## src/rtl/irq_pkg.sv

```systemverilog
package irq_pkg;

  // Source identifiers; value - 1 is the bit index in the request vector,
  // which is also the priority order (lower index wins).
  typedef enum logic [2:0] {
    SRC_NONE = 3'd0,
    SRC_TRAP = 3'd1,
    SRC_R75  = 3'd2,
    SRC_R65  = 3'd3,
    SRC_R55  = 3'd4,
    SRC_EXT  = 3'd5
  } srcT;

  // Strobes from control to datapath
  typedef struct packed {
    logic take;    // accept a request this cycle
    srcT  src;     // which source was accepted
    logic grabOp;  // capture restart opcode from the bus this cycle
  } strobeT;

  localparam int REQ_TRAP = 0;
  localparam int REQ_R75  = 1;
  localparam int REQ_R65  = 2;
  localparam int REQ_R55  = 3;
  localparam int REQ_EXT  = 4;

  // Twice the rank of each fixed source (rank 4.5, 7.5, 6.5, 5.5)
  function automatic int halfRank(srcT s);
    case (s)
      SRC_TRAP: return 9;
      SRC_R75:  return 15;
      SRC_R65:  return 13;
      SRC_R55:  return 11;
      default:  return 0;
    endcase
  endfunction

endpackage

```

## src/rtl/irq_control.sv

```systemverilog
module irq_control
  import irq_pkg::*;
#(
  parameter int NUM_SRC = 5
) (
  input  logic               clk,
  input  logic               rstN,
  input  logic               boundary,
  input  logic [NUM_SRC-1:0] reqVec,
  output strobeT             strobes,
  output logic               ackOut
);

  typedef enum logic {ST_IDLE, ST_ACK} stateT;
  stateT state;
  srcT   pick;

  // Lowest set index is the most urgent
  always_comb begin
    pick = SRC_NONE;
    for (int i = NUM_SRC - 1; i >= 0; i--) begin
      if (reqVec[i]) pick = srcT'(3'(i + 1));
    end
  end

  always_comb begin
    strobes.take   = (state == ST_IDLE) && boundary && (pick != SRC_NONE);
    strobes.src    = pick;
    strobes.grabOp = (state == ST_ACK);
  end

  always_ff @(posedge clk) begin
    if (!rstN) begin
      state <= ST_IDLE;
    end else begin
      case (state)
        ST_IDLE: if (strobes.take && pick == SRC_EXT) state <= ST_ACK;
        default: state <= ST_IDLE;
      endcase
    end
  end

  assign ackOut = (state == ST_ACK);

  AST_ACK_SINGLE: assert property (@(posedge clk) disable iff (!rstN)
    ackOut |=> !ackOut);

endmodule

```

## src/rtl/irq_datapath.sv

```systemverilog
module irq_datapath
  import irq_pkg::*;
#(
  parameter int NUM_SRC = 5,
  parameter int OP_W    = 8,
  parameter int VEC_W   = 16,
  parameter int MASK_N  = 3
) (
  input  logic               clk,
  input  logic               rstN,
  input  logic               trapIn,
  input  logic               rq75In,
  input  logic               rq65In,
  input  logic               rq55In,
  input  logic               extReqIn,
  input  logic               enCmd,
  input  logic               disCmd,
  input  logic               maskWr,
  input  logic [OP_W-1:0]    maskData,
  input  logic [OP_W-1:0]    busData,
  input  strobeT             strobes,
  output logic [NUM_SRC-1:0] reqVec,
  output logic [OP_W-1:0]    statusOut,
  output logic               takenOut,
  output logic [VEC_W-1:0]   vectorOut,
  output logic               fromOpcode
);

  localparam int MW_SETEN = MASK_N;       // mask-set-enable bit
  localparam int MW_CLR75 = MASK_N + 1;   // clear 7.5 latch bit
  localparam int IDX_LO   = 3;            // restart index field in opcode
  localparam int IDX_W    = 3;
  localparam int PAD_W    = VEC_W - IDX_W - IDX_LO;

  logic              trapPrev, r75Prev, trapEdge, pend75, enFlag;
  logic [MASK_N-1:0] maskQ;
  logic              acceptTrap, accept75, rise75, riseTrap;
  logic              unusedBits;

  assign acceptTrap = strobes.take && strobes.src == SRC_TRAP;
  assign accept75   = strobes.take && strobes.src == SRC_R75;
  assign rise75     = rq75In && !r75Prev;
  assign riseTrap   = trapIn && !trapPrev;
  assign unusedBits = ^{maskData[OP_W-1:MW_CLR75+1], busData[OP_W-1:IDX_LO+IDX_W],
                        busData[IDX_LO-1:0]};

  // Trigger capture, masks and enable
  always_ff @(posedge clk) begin
    if (!rstN) begin
      trapPrev <= 1'b0;
      r75Prev  <= 1'b0;
      trapEdge <= 1'b0;
      pend75   <= 1'b0;
      enFlag   <= 1'b0;
      maskQ    <= '1;
    end else begin
      trapPrev <= trapIn;
      r75Prev  <= rq75In;
      if (rise75)                                      pend75 <= 1'b1;
      else if (accept75 || (maskWr && maskData[MW_CLR75])) pend75 <= 1'b0;
      if (riseTrap)        trapEdge <= 1'b1;
      else if (acceptTrap) trapEdge <= 1'b0;
      if (strobes.take)    enFlag <= 1'b0;
      else if (enCmd)      enFlag <= 1'b1;
      else if (disCmd)     enFlag <= 1'b0;
      if (maskWr && maskData[MW_SETEN]) maskQ <= maskData[MASK_N-1:0];
    end
  end

  // Eligible requests in priority order
  always_comb begin
    reqVec          = '0;
    reqVec[REQ_TRAP] = trapEdge && trapIn;
    reqVec[REQ_R75]  = enFlag && !maskQ[2] && pend75;
    reqVec[REQ_R65]  = enFlag && !maskQ[1] && rq65In;
    reqVec[REQ_R55]  = enFlag && !maskQ[0] && rq55In;
    reqVec[REQ_EXT]  = enFlag && extReqIn;
  end

  always_comb begin
    statusOut = '0;
    statusOut[MASK_N-1:0] = maskQ;
    statusOut[MASK_N]     = enFlag;
    statusOut[MASK_N+1]   = rq55In;
    statusOut[MASK_N+2]   = rq65In;
    statusOut[MASK_N+3]   = pend75;
  end

  // Vector output register
  always_ff @(posedge clk) begin
    if (!rstN) begin
      takenOut   <= 1'b0;
      vectorOut  <= '0;
      fromOpcode <= 1'b0;
    end else begin
      takenOut <= 1'b0;
      if (strobes.take && strobes.src != SRC_EXT) begin
        takenOut   <= 1'b1;
        vectorOut  <= VEC_W'(halfRank(strobes.src) * 4);
        fromOpcode <= 1'b0;
      end else if (strobes.grabOp) begin
        takenOut   <= 1'b1;
        vectorOut  <= {{PAD_W{1'b0}}, busData[IDX_LO+IDX_W-1:IDX_LO], {IDX_LO{1'b0}}};
        fromOpcode <= 1'b1;
      end
    end
  end

  AST_TAKE_DROPS_EN: assert property (@(posedge clk) disable iff (!rstN)
    strobes.take |=> !enFlag);

  AST_PEND75_HOLDS: assert property (@(posedge clk) disable iff (!rstN)
    pend75 && !maskWr && !accept75 |=> pend75);

  AST_MASK_GATED: assert property (@(posedge clk) disable iff (!rstN)
    maskWr && !maskData[MW_SETEN] |=> $stable(maskQ));

  AST_PEND75_TAKEN_CLR: assert property (@(posedge clk) disable iff (!rstN)
    accept75 && !rise75 |=> !pend75);

endmodule

```

## src/rtl/irq_vector_ctrl.sv

```systemverilog
module irq_vector_ctrl
  import irq_pkg::*;
#(
  parameter int NUM_SRC = 5,
  parameter int OP_W    = 8,
  parameter int VEC_W   = 16,
  parameter int MASK_N  = 3
) (
  input  logic             clk,
  input  logic             rstN,
  input  logic             trapIn,
  input  logic             rq75In,
  input  logic             rq65In,
  input  logic             rq55In,
  input  logic             extReqIn,
  input  logic             boundary,
  input  logic             enCmd,
  input  logic             disCmd,
  input  logic             maskWr,
  input  logic [OP_W-1:0]  maskData,
  input  logic [OP_W-1:0]  busData,
  output logic [OP_W-1:0]  statusOut,
  output logic             ackOut,
  output logic             takenOut,
  output logic [VEC_W-1:0] vectorOut,
  output logic             fromOpcode
);

  strobeT             strobes;
  logic [NUM_SRC-1:0] reqVec;

  irq_control #(.NUM_SRC(NUM_SRC)) u_control (
    .clk(clk), .rstN(rstN), .boundary(boundary), .reqVec(reqVec),
    .strobes(strobes), .ackOut(ackOut)
  );

  irq_datapath #(.NUM_SRC(NUM_SRC), .OP_W(OP_W), .VEC_W(VEC_W), .MASK_N(MASK_N)) u_datapath (
    .clk(clk), .rstN(rstN), .trapIn(trapIn), .rq75In(rq75In), .rq65In(rq65In),
    .rq55In(rq55In), .extReqIn(extReqIn), .enCmd(enCmd), .disCmd(disCmd),
    .maskWr(maskWr), .maskData(maskData), .busData(busData), .strobes(strobes),
    .reqVec(reqVec), .statusOut(statusOut), .takenOut(takenOut),
    .vectorOut(vectorOut), .fromOpcode(fromOpcode)
  );

  AST_TAKE_AT_BOUNDARY: assert property (@(posedge clk) disable iff (!rstN)
    takenOut && !fromOpcode |-> $past(boundary));

  AST_TRAP_LEVEL: assert property (@(posedge clk) disable iff (!rstN)
    takenOut && !fromOpcode && vectorOut == VEC_W'(36) |-> $past(trapIn));

  AST_ACK_NO_TAKE: assert property (@(posedge clk) disable iff (!rstN)
    ackOut |-> !takenOut);

endmodule

```

## config.mk

```make
export PLATFORM = sky130hd
export DESIGN_NAME = irq_vector_ctrl
export DESIGN_NICKNAME = d
export VERILOG_FILES = /design/src/rtl/irq_pkg.sv /design/src/rtl/irq_control.sv /design/src/rtl/irq_datapath.sv /design/src/rtl/irq_vector_ctrl.sv
export SDC_FILE = /design/constraint.sdc
export NUM_CORES = 1
export LEC_CHECK = 0
export CELL_PAD_IN_SITES_DETAIL_PLACEMENT = 1
export CELL_PAD_IN_SITES_GLOBAL_PLACEMENT = 2
export CORE_ASPECT_RATIO = 1.5
export CORE_MARGIN = 2
export CORE_UTILIZATION = 18
export DETAILED_ROUTE_END_ITERATION = 8
export PLACE_DENSITY = 0.87
export SYNTH_ARGS = -nofsm -noshare
export SYNTH_HDL_FRONTEND = slang
export SYNTH_SLANG_ARGS = --single-unit
```

## constraint.sdc

```tcl
create_clock -name clk -period 1.5 [get_ports clk]
set_clock_uncertainty 0.1 [all_clocks]
set_input_delay 0.225 -clock clk [delete_from_list [all_inputs] [get_ports clk]]
set_output_delay 0.225 -clock clk [all_outputs]
set_load 0.005 [all_outputs]
```

==> results.json <==
{
  "synth_edf_count": 0,
  "dieArea_um2": 5000,
  "cts.sinks": 15,
  "post-dp-hpwl_mm": 1.76,
  "async_reset_ff_frac": 0,
  "drc": 0,
  "synth_cell_type_count": 30,
  "fillCellCount": 502,
  "htreeDepth": 1,
  "max_stage_delay_ns": 0.51,
  "ir_worst_vdd_uv": 358,
  "syn_area_um2": 800,
  "clock_latency_ns": 0.25,
  "placed_cell_area_um2": 1140,
  "path_cells": "clkdlybuf4s50_1",
  "p_leak_nw": 0.496,
  "grt_pass1_wl_mm": 3.28,
  "drv_slew": 0,
  "yosys_warnings": 0,
  "drive_above_1_share": 0.180,
  "clockBufferDepth": 2,
  "synthCells": 92,
  "grt-ovfl-total": 0,
  "grt_setup_unrepaired": "true",
  "critPathBufInv": 1,
  "grt.total_usage": 0.0880,
  "start_util": 0.188,
  "wirelength_mm": 2.15,
  "p_total_w": 0.000967,
  "hold_path.class": "flop to flop",
  "drtIter0Drc": 6,
  "vias": 745,
  "synth-seq-cells": 15,
  "fin_area_um2": 1210,
  "wl_per_cell_um": 12.4,
  "synthFlopType": "dfxtp_1",
  "cts_tree": "built",
  "drt.antenna.violating_nets": 0,
  "io_buffer_count": 32,
  "core_um2": 4250,
  "final_cell_mix": "clkdlybuf4s50_1 (29), conb_1 (13), nand2_1 (12)",
  "clk_pin_slew_worst_paths_ns": 0.06,
  "critPathCaptureType": "output port",
  "syn_to_final_growth_pct": 51.0,
  "rrSetupSlack_ns": 0.22,
  "min_period_ns": 1.47,
  "outcome": "finished clean",
  "post_cts_buffers": 0,
  "worstSetupStartpointType": "flop",
  "die_x_um": 58.4,
  "grt_max_degree": 11,
  "critPathKind": "flop to output port",
  "fin_nets": 156,
  "place_congestion": 0.789,
  "syn_avg_cell_area_um2": 8.69,
  "ios": 54,
  "drt_pass1_iterations": 2,
  "grt_antenna_before_repair": 0,
  "vias_per_cell": 4.28,
  "fmax_mhz": 682,
  "required_ns": 1.17,
  "hold_viol": 0,
  "grt_pass1_vias": 758,
  "numCtsBuffers": 3,
  "p_per_area_nw_per_um2": 801,
  "period_share": 0.978,
  "crit_slowest_cell": "clkdlybuf4s50_1",
  "setup_viol": 0,
  "root_buffer": "clkbuf_8",
  "crit_fanout": 3,
  "antennaDiodeCount": 0,
  "cp_top_family": "buffers and inverters",
  "final_common_cell": "clkdlybuf4s50_1",
  "ys_seq_area_frac": 0.376,
  "die_h_um": 85.6,
  "maxCapViolCount": 0,
  "crit_arrival_ns": 1.14,
  "rows": 29
}
## worst reg2reg max path, delay by kind of cell (launching register included)
family	cells	cell delay, ns
AND/OR/NAND/NOR	3	0.58
flip-flops	1	0.35
AO/OA/AOI/OAI	1	0.16
## registers in the layout (all words and copies together) (netlist names)
signal                 flops
u_datapath.enFlag          1
u_datapath.takenOut        1
u_datapath.fromOpcode      1
u_datapath.trapEdge        1
u_datapath.r75Prev         1
u_datapath.vectorOut       4
u_datapath.trapPrev        1
u_control.ackOut           1
u_datapath.maskQ           3
u_datapath.pend75          1
## timing repair
action	4_1_cts	5_1_grt
resized for setup	6	6
setup endpoints to repair	7	6
pin swaps	0	0
gates cloned	0	0
hold buffers	0	0
## routing by layer
metal | GRT usage | wire, um | vias to the layer above
li1 | - | - | 355
met1 | 0.0800 | 715 | 340
met2 | 0.156 | 1140 | 39
met3 | 0.0302 | 209 | 11
met4 | 0.0634 | 90 | 0
met5 | 0 | 0 | -
## cell families after synthesis
family,synth area share
buffers and inverters,0.189
other,0.00469
DFF,0.376
AOI/OAI and AO/OA,0.178
and+or+nand+nor,0.252
## cell type report
cell class | instances | area [um^2] | share of cell area
Clock buffer | 3 | 41.3 | 0.0342
Clock inverter | 1 | 5.00 | 0.00415
Inverter | 4 | 15.0 | 0.0124
Multi-Input combinational cell | 66 | 407 | 0.337
Sequential cell | 15 | 309 | 0.256
Tap cell | 46 | 57.6 | 0.0477
Timing Repair Buffer | 39 | 373 | 0.309
## stage by stage
step	setup TNS (ns)	std cells	util	worst slack [ns]	hold slack, ns
final	0	174	0.284	0.0332	0.323
after CTS	0	174	0.281	0.00625	0.340
after detailed placement	-1.80	170	0.268	-0.263	0.331
after floorplan	0	104	-	0.286	0.232
after global routing	-0.0209	174	0.284	-0.0165	0.370
after global placement	-1.40	170	0.268	-0.211	0.306
## where the power goes
part           internal, W  switching (W)
Combinational     0.000115      0.0000793
Clock             0.000184       0.000149
Sequential        0.000422      0.0000176
## Yosys cell counts, drive strengths merged, types with 2 or more instances
master	n	area, um^2
o21a	2	15.0
nor2b	5	46.3
o21ai	3	15.0
nor3	2	10.0
nand2b	2	12.5
a21oi	4	20.0
nand2	13	51.3
buf	18	133
nand3b	2	15.0
nand3	6	30.0
dfxtp	15	300
a31oi	2	12.5
inv	4	15.0
## path summary, 6_finish.rpt
kind                                     startpoint           endpoint  cells past startpoint
worst max-delay path            u_datapath.maskQ[1]       statusOut[1]                      1
worst min-delay path             u_datapath.r75Prev  u_datapath.pend75                      1
worst max register to register  u_datapath.maskQ[0]  u_datapath.enFlag                      4
worst min register to register   u_datapath.r75Prev  u_datapath.pend75                      1
Power figures use the tool's default switching activity.
